`src/rtl/mrs_pkg.sv`:
```
package mrs_pkg;
    typedef enum logic [2:0] {
        S_IDLE   = 3'd0,
        S_SETUP  = 3'd1,
        S_STROBE = 3'd2,
        S_WAIT   = 3'd3,
        S_DONE   = 3'd4
    } mrs_state_e;
endpackage

```
`src/rtl/mrs_ctrl.sv`:
```
module mrs_ctrl
    import mrs_pkg::*;
(
    input  logic clk,
    input  logic rst,
    input  logic req_i,
    output logic accept_o,
    output logic cap_en_o,
    output logic rd_n_o,
    output logic busy_o,
    output logic valid_o
);
    mrs_state_e state_q, state_d;

    always_comb begin
        state_d = state_q;
        unique case (state_q)
            S_IDLE:   if (req_i) state_d = S_SETUP;
            S_SETUP:  state_d = S_STROBE;
            S_STROBE: state_d = S_WAIT;
            S_WAIT:   state_d = S_DONE;
            S_DONE:   state_d = S_IDLE;
            default:  state_d = S_IDLE;
        endcase
    end

    always_ff @(posedge clk) begin
        if (rst) state_q <= S_IDLE;
        else     state_q <= state_d;
    end

    always_comb begin
        accept_o = 1'b0;
        cap_en_o = 1'b0;
        rd_n_o   = 1'b1;
        busy_o   = 1'b1;
        valid_o  = 1'b0;
        unique case (state_q)
            S_IDLE: begin
                busy_o   = 1'b0;
                accept_o = req_i;
            end
            S_SETUP:  ;
            S_STROBE: rd_n_o = 1'b0;
            S_WAIT: begin
                rd_n_o   = 1'b0;
                cap_en_o = 1'b1;
            end
            S_DONE:   valid_o = 1'b1;
            default:  busy_o = 1'b0;
        endcase
    end

    AST_NO_REENTRY: assert property (@(posedge clk) disable iff (rst)
        (state_q != S_IDLE) |=> (state_q != S_SETUP));
    AST_STROBE_FOLLOWS_SETUP: assert property (@(posedge clk) disable iff (rst)
        (state_q == S_SETUP) |=> !rd_n_o);
endmodule

```
`src/rtl/mrs_addr_hold.sv`:
```
module mrs_addr_hold #(
    parameter int ADDR_W = 20
) (
    input  logic              clk,
    input  logic              rst,
    input  logic              load_i,
    input  logic [ADDR_W-1:0] addr_i,
    output logic [ADDR_W-1:0] addr_o
);
    always_ff @(posedge clk) begin
        if (rst)         addr_o <= '0;
        else if (load_i) addr_o <= addr_i;
    end
endmodule

```
`src/rtl/mrs_capture.sv`:
```
module mrs_capture #(
    parameter int DATA_W = 16
) (
    input  logic              clk,
    input  logic              rst,
    input  logic              en_i,
    input  logic [DATA_W-1:0] bus_i,
    output logic [DATA_W-1:0] word_o
);
    always_ff @(posedge clk) begin
        if (rst)       word_o <= '0;
        else if (en_i) word_o <= bus_i;
    end
endmodule

```
`src/rtl/mem_rd_seq.sv`:
```
module mem_rd_seq #(
    parameter int ADDR_W = 20,
    parameter int DATA_W = 16
) (
    input  logic              clk,
    input  logic              rst,
    input  logic              req_i,
    input  logic [ADDR_W-1:0] req_addr_i,
    output logic [ADDR_W-1:0] mem_addr_o,
    output logic              mem_rd_n_o,
    input  logic [DATA_W-1:0] mem_data_i,
    output logic [DATA_W-1:0] rdata_o,
    output logic              rvalid_o,
    output logic              busy_o
);
    logic accept;
    logic cap_en;

    mrs_ctrl u_ctrl (
        .clk      (clk),
        .rst      (rst),
        .req_i    (req_i),
        .accept_o (accept),
        .cap_en_o (cap_en),
        .rd_n_o   (mem_rd_n_o),
        .busy_o   (busy_o),
        .valid_o  (rvalid_o)
    );

    mrs_addr_hold #(.ADDR_W(ADDR_W)) u_addr (
        .clk    (clk),
        .rst    (rst),
        .load_i (accept),
        .addr_i (req_addr_i),
        .addr_o (mem_addr_o)
    );

    mrs_capture #(.DATA_W(DATA_W)) u_cap (
        .clk    (clk),
        .rst    (rst),
        .en_i   (cap_en),
        .bus_i  (mem_data_i),
        .word_o (rdata_o)
    );

    AST_STROBE_TWO_LOW: assert property (@(posedge clk) disable iff (rst)
        (!mem_rd_n_o && $past(!mem_rd_n_o)) |=> mem_rd_n_o);
    AST_RELEASE_IS_VALID: assert property (@(posedge clk) disable iff (rst)
        ($rose(mem_rd_n_o) && !$past(rst)) |-> rvalid_o);
    AST_VALID_ONE_CYCLE: assert property (@(posedge clk) disable iff (rst)
        rvalid_o |=> !rvalid_o);
    AST_ADDR_STABLE: assert property (@(posedge clk) disable iff (rst)
        (busy_o && $past(busy_o)) |-> $stable(mem_addr_o));
    AST_BUSY_DROPS: assert property (@(posedge clk) disable iff (rst)
        rvalid_o |=> !busy_o);
    AST_DATA_HELD: assert property (@(posedge clk) disable iff (rst)
        (!rvalid_o && !$past(rst)) |-> $stable(rdata_o));
endmodule

```
`config.mk`:
```
export PLATFORM = sky130hd
export DESIGN_NAME = mem_rd_seq
export DESIGN_NICKNAME = d
export VERILOG_FILES = /design/src/rtl/mrs_pkg.sv /design/src/rtl/mrs_ctrl.sv /design/src/rtl/mrs_addr_hold.sv /design/src/rtl/mrs_capture.sv /design/src/rtl/mem_rd_seq.sv
export SDC_FILE = /design/constraint.sdc
export NUM_CORES = 1
export LEC_CHECK = 0
export BUFFER_PORTS_ARGS = -buffer_cell sky130_fd_sc_hd__buf_2
export CELL_PAD_IN_SITES_DETAIL_PLACEMENT = 2
export CELL_PAD_IN_SITES_GLOBAL_PLACEMENT = 2
export CORE_MARGIN = 8
export CORE_UTILIZATION = 22
export CTS_CLUSTER_DIAMETER = 30
export CTS_CLUSTER_SIZE = 14
export DETAILED_ROUTE_END_ITERATION = 6
export GPL_TIMING_DRIVEN = 0
export MAX_ROUTING_LAYER = met4
export PLACE_DENSITY = 0.74
export SYNTH_ARGS = -nofsm -noshare
export SYNTH_HDL_FRONTEND = slang
export SYNTH_HIERARCHICAL = 1
export SYNTH_SLANG_ARGS = --single-unit
```
`constraint.sdc`:
```
create_clock -name clk -period 1.6 [get_ports clk]
set_clock_uncertainty 0.2 [all_clocks]
set_input_delay 0.32 -clock clk [delete_from_list [all_inputs] [get_ports clk]]
set_output_delay 0.32 -clock clk [all_outputs]
set_load 0.005 [all_outputs]
```
### After elaboration in Yosys (flattened, before gate mapping)

Cells that the tools add are included.

* eq/ne operators: 5
* multiplexer cells: 7
* reduce and logical (&&, ||, !) cells: 3

Operator list (count)
* 3-bit case mux with 4 select lines: 1
* 3-bit by 2-bit equality test with 1-bit output (second input constant): 2
* 1-bit 2-to-1 mux: 5
* 4-bit OR reduction: 1
* 3-bit by 1-bit equality test with 1-bit output (second input constant): 1
* 3-bit equality test (second input constant): 1
* 3-bit zero test: 1
* 3-bit 2-to-1 mux: 1
* 2-bit inequality test (second input constant): 1
* 2-bit OR reduction: 1

* flip-flop bits (word level): 39

### Depth between registers and ports, before layout

* depth after elaboration: 3
* gate-level depth with buffers: 5

### Modules after synthesis

Netlist, hierarchy kept.

Modules (own cells, without submodules)
* mrs_addr_hold: times used 1, cells each 64, area an instance 705.7 µm², sequential area each 400.4 µm²
* mrs_capture: times used 1, cells each 52, area an instance 580.6 µm², sequential area each 320.3 µm²
* mrs_ctrl: times used 1, cells each 14, area an instance 143.9 µm², sequential area each 60.1 µm²

### Worst setup path after synthesis

OpenSTA, ideal clock, no wires.

* kind: register to register
* from: register u_ctrl.state_q[0]
* to: register u_addr.addr_o[0]
* setup time: 0.128 ns
* data arrival time: 1.267 ns
* data required time: 1.272 ns
* slack: 0.005 ns
* cell stages (with the launch flop): 5
* buffers on the path: 1
* clock period less this slack: 1.595 ns
* cell sequence: dfxtp_1 > nor4b_1 > buf_6 > mux2i_1 > nor2_1

* longest elaborated chain between the ends: 2

RTL lines
* start, declared: line mrs_ctrl.sv:13 `mrs_state_e state_q, state_d;`
* start signal, assigned: line mrs_ctrl.sv:29 `else state_q <= state_d;`
* 3-bit zero test: line mrs_ctrl.sv:38 `unique case (state_q)`
* 1-bit 2-to-1 mux: line mrs_ctrl.sv:38
* net accept: line mem_rd_seq.sv:16 `logic accept;`
* end signal, assigned: line mrs_addr_hold.sv:12 `else if (load_i) addr_o <= addr_i;`
* end, declared: line mrs_addr_hold.sv:8 `output logic [ADDR_W-1:0] addr_o`

The timed path passes the listed nets, and every way through them passes these cells.
A chain may end at the register's enable or synchronous reset.

### Final worst setup path

* from: register u_ctrl.state_q[1]
* to: output mem_rd_n_o

* longest elaborated chain between the ends: 3
* elaborated cells between the ends (all ways): 4
* classes of those cells: eq/ne (2); mux (1); reduce/logical (1)

RTL lines
* 3-bit by 2-bit equality test with 1-bit output: line mrs_ctrl.sv:38
* 2-bit OR reduction (no source line) (*)
* 1-bit 2-to-1 mux (*): line mrs_ctrl.sv:38
* end, declared: line mem_rd_seq.sv:10 `output logic mem_rd_n_o,`

Mark *: on every way between the ends. The rest lies on a longest branch, timed or not.

==> flow_summary.toml <==
[synthesis]
ys_seq_elements = 39
syn_inst = 130
syn_area_mm2 = 0.00143
synth_most_common_cell = "dfxtp_1"
synth_edf_count = 0
synth_area_per_cell_um2 = 11.0
yosys-top-cells-area = "dfxtp_1 (55%), mux2i_1 (25%), nor2_1 (10%), buf_6 (2.4%), buf_12 (1.4%)"
synthTopCellsByCount = "dfxtp_1 (39), nor2_1 (38), mux2i_1 (36), buf_6 (3)"
synth_flop_cell = "dfxtp_1"
yosysSeqAreaShare = 0.546
ys.warnings.count = 6
ys_types = 16
synth_top_area_share = 0.546
syn-num-nets = 169
async_flop_share = 0
synth_area_leader_cell = "dfxtp_1"

[floorplan]
num_rows = 29
start_util = 0.227
dieHeight_um = 96.6
design.die.area_mm2 = 0.00934
ios = 78
core-area_mm2 = 0.00631
die_w_um = 96.6

[setup_path]
cp.arrival_ps = 1070
cp-end-kind = "primary output"
reg2regPathDepth = 5
crit_fanout = 5
cp.buffers_inverters = 1
r2r-end = "u_addr/addr_o[6]$_SDFFE_PP0P_"
critPathKind = "register to primary output"
critPathTopFamily = "flip-flops"
startpoint_type = "register"
r2r_start = "u_ctrl/state_q[1]$_SDFFE_PP0P_"
cp.required_ps = 1080
critical_path.cell_chain = "or2b_4, buf_6"
setup.worst_path.start = "u_ctrl/state_q[1]$_SDFFE_PP0P_"
rrSetupSlack_ps = 50
crit_slowest_cell = "dfxtp_4"
cp_slowest_stage_delay_ps = 390

[global_routing]
grt_antenna_before_repair = 0
grt_pass1_vias = 1396
grt_max_degree = 12
overflow = 0
track_usage = 0.0957
grt_pass1_wl_mm = 7.13

[clock_network]
ctsHoldBuffers = 0
cts_buffer_depth = 2
path_clk_slew_ps = 80
clock_sinks = 39
htreeDepth = 2
clk_latency_ps = 290
cts_made_buffers = 5
clock-root-buffer = "clkbuf_8"
cts_tree = "built"

[placed_design]
place_congestion = 0.651
dp_hpwl_mm = 3.36
placed_area_mm2 = 0.00191
place_inst = 284
io_buffer_count = 77

[cells_and_area]
drive_above_1_share = 0.477
final_nets = 258
antennaDiodeCount = 0
fillers = 742
final_area_mm2 = 0.00211
area_growth_syn_to_layout_pct = 47.4
stdcell_count = 297

[route]
drt_iter0_drc = 25
post-route-drc-count = 0
routedWlPerCell_um = 15.2
vias = 1253
vias_per_cell = 4.22
wl_mm = 4.51
final_antenna_net_count = 0
first_pass_iters = 2

[timing]
setup_viol_count_final = 0
report.final.slew_viol_count = 0
worstMarginPinSlew_ps = 475
max_freq_mhz = 631
fin_crit_sh = 0.991
period_minus_slack_ps = 1590
relSlewSlack = 0.683
hold_viol = 0
rsz0062_at_grt = "true"
setup-tns-final_ps = 0

[worst_hold_path]
hold_class = "input port to register"
hold_end = "u_addr/addr_o[4]$_SDFFE_PP0P_"
min_path_cells = 3
min_from = "req_addr_i[4]"

[power]
p_leak_nw = 1.00
powerDensity_mw_per_mm2 = 997
irDropWorstVdd_mv = 0.377

[flow_run]
drv_cap = 0

[outcome]
outcome = "finished clean"
layout make-up:
class,instances,area (um2),share of cell area
Buffer,8,73.8,0.0350
Sequential cell,39,792,0.376
Timing Repair Buffer,82,435,0.207
Clock inverter,1,5.00,0.00237
Tap cell,77,96.3,0.0457
Clock buffer,7,76.3,0.0362
Multi-Input combinational cell,83,629,0.299
worst reg2reg max path: stages (launching register included):
cell	delay [ps]
dfxtp_4	370
nor4b_4	290
buf_4	170
buf_4	160
mux2i_1	190
nor2_1	50
stage by stage:
stage,util,total power [mW],worst slack (ps),hold slack (ps)
floorplan,-,1.27,5.38,184
finish,0.334,2.10,14.4,61.7
CTS,0.321,2.11,-4.68,52.0
detailed placement,0.303,1.42,-176,279
global placement,0.303,1.40,-142,267
global route,0.334,2.21,-45.2,66.2
flip-flops by register name, summed over array words and instances, names as in the netlist:
register and cells:
u_ctrl/state_q 3, u_addr/addr_o 20, u_cap/word_o 16
placed cells by master, fill, tap and decap left out, types with 3 or more instances in the layout:
| cell | n |
|---|---|
| dfxtp_1 | 36 |
| clkbuf_1 | 4 |
| buf_4 | 5 |
| clkbuf_8 | 5 |
| buf_2 | 76 |
| mux2i_1 | 34 |
| buf_6 | 4 |
| nor2_1 | 37 |
| dfxtp_4 | 3 |
worst max-delay path by stage:
| stage | to | cells after the start |
|---|---|---|
| after floorplan | u_addr/addr_o[0]$_SDFFE_PP0P_ | 4 |
| after global placement | u_addr/addr_o[5]$_SDFFE_PP0P_ | 4 |
| after detailed placement | u_addr/addr_o[0]$_SDFFE_PP0P_ | 4 |
| after CTS | u_addr/addr_o[0]$_SDFFE_PP0P_ | 4 |
| after global routing | u_addr/addr_o[5]$_SDFFE_PP0P_ | 5 |
| final | mem_rd_n_o | 2 |
metal layers:
metal	vias up	wire length (um)	track usage
met5	-	0	-
met4	0	64	0.0391
met3	8	336	0.0405
met2	51	2150	0.151
met1	590	1960	0.104
li1	604	-	-
power breakdown:
part | internal [mW] | switching (mW)
logic | 0.214 | 0.165
clock network | 0.306 | 0.347
registers | 1.03 | 0.0403
what timing repair did:
action	4_1_cts	5_1_grt
buffers inserted	1	2
cloned	0	2
pin swaps	0	2
gates resized for setup	8	15
setup endpoints to repair	23	24
logic make-up (layout without fill, tap and decap cells):
group / after synthesis / count (layout) / synth area share
multiplexers: 36 / 36 / 0.252
flip-flops: 39 / 39 / 0.546
buffers and inverters: 8 / 98 / 0.0490
XOR/XNOR: 2 / 2 / 0.0123
AND/OR/NAND/NOR: 45 / 45 / 0.141
(Power assumes the default switching activity.)
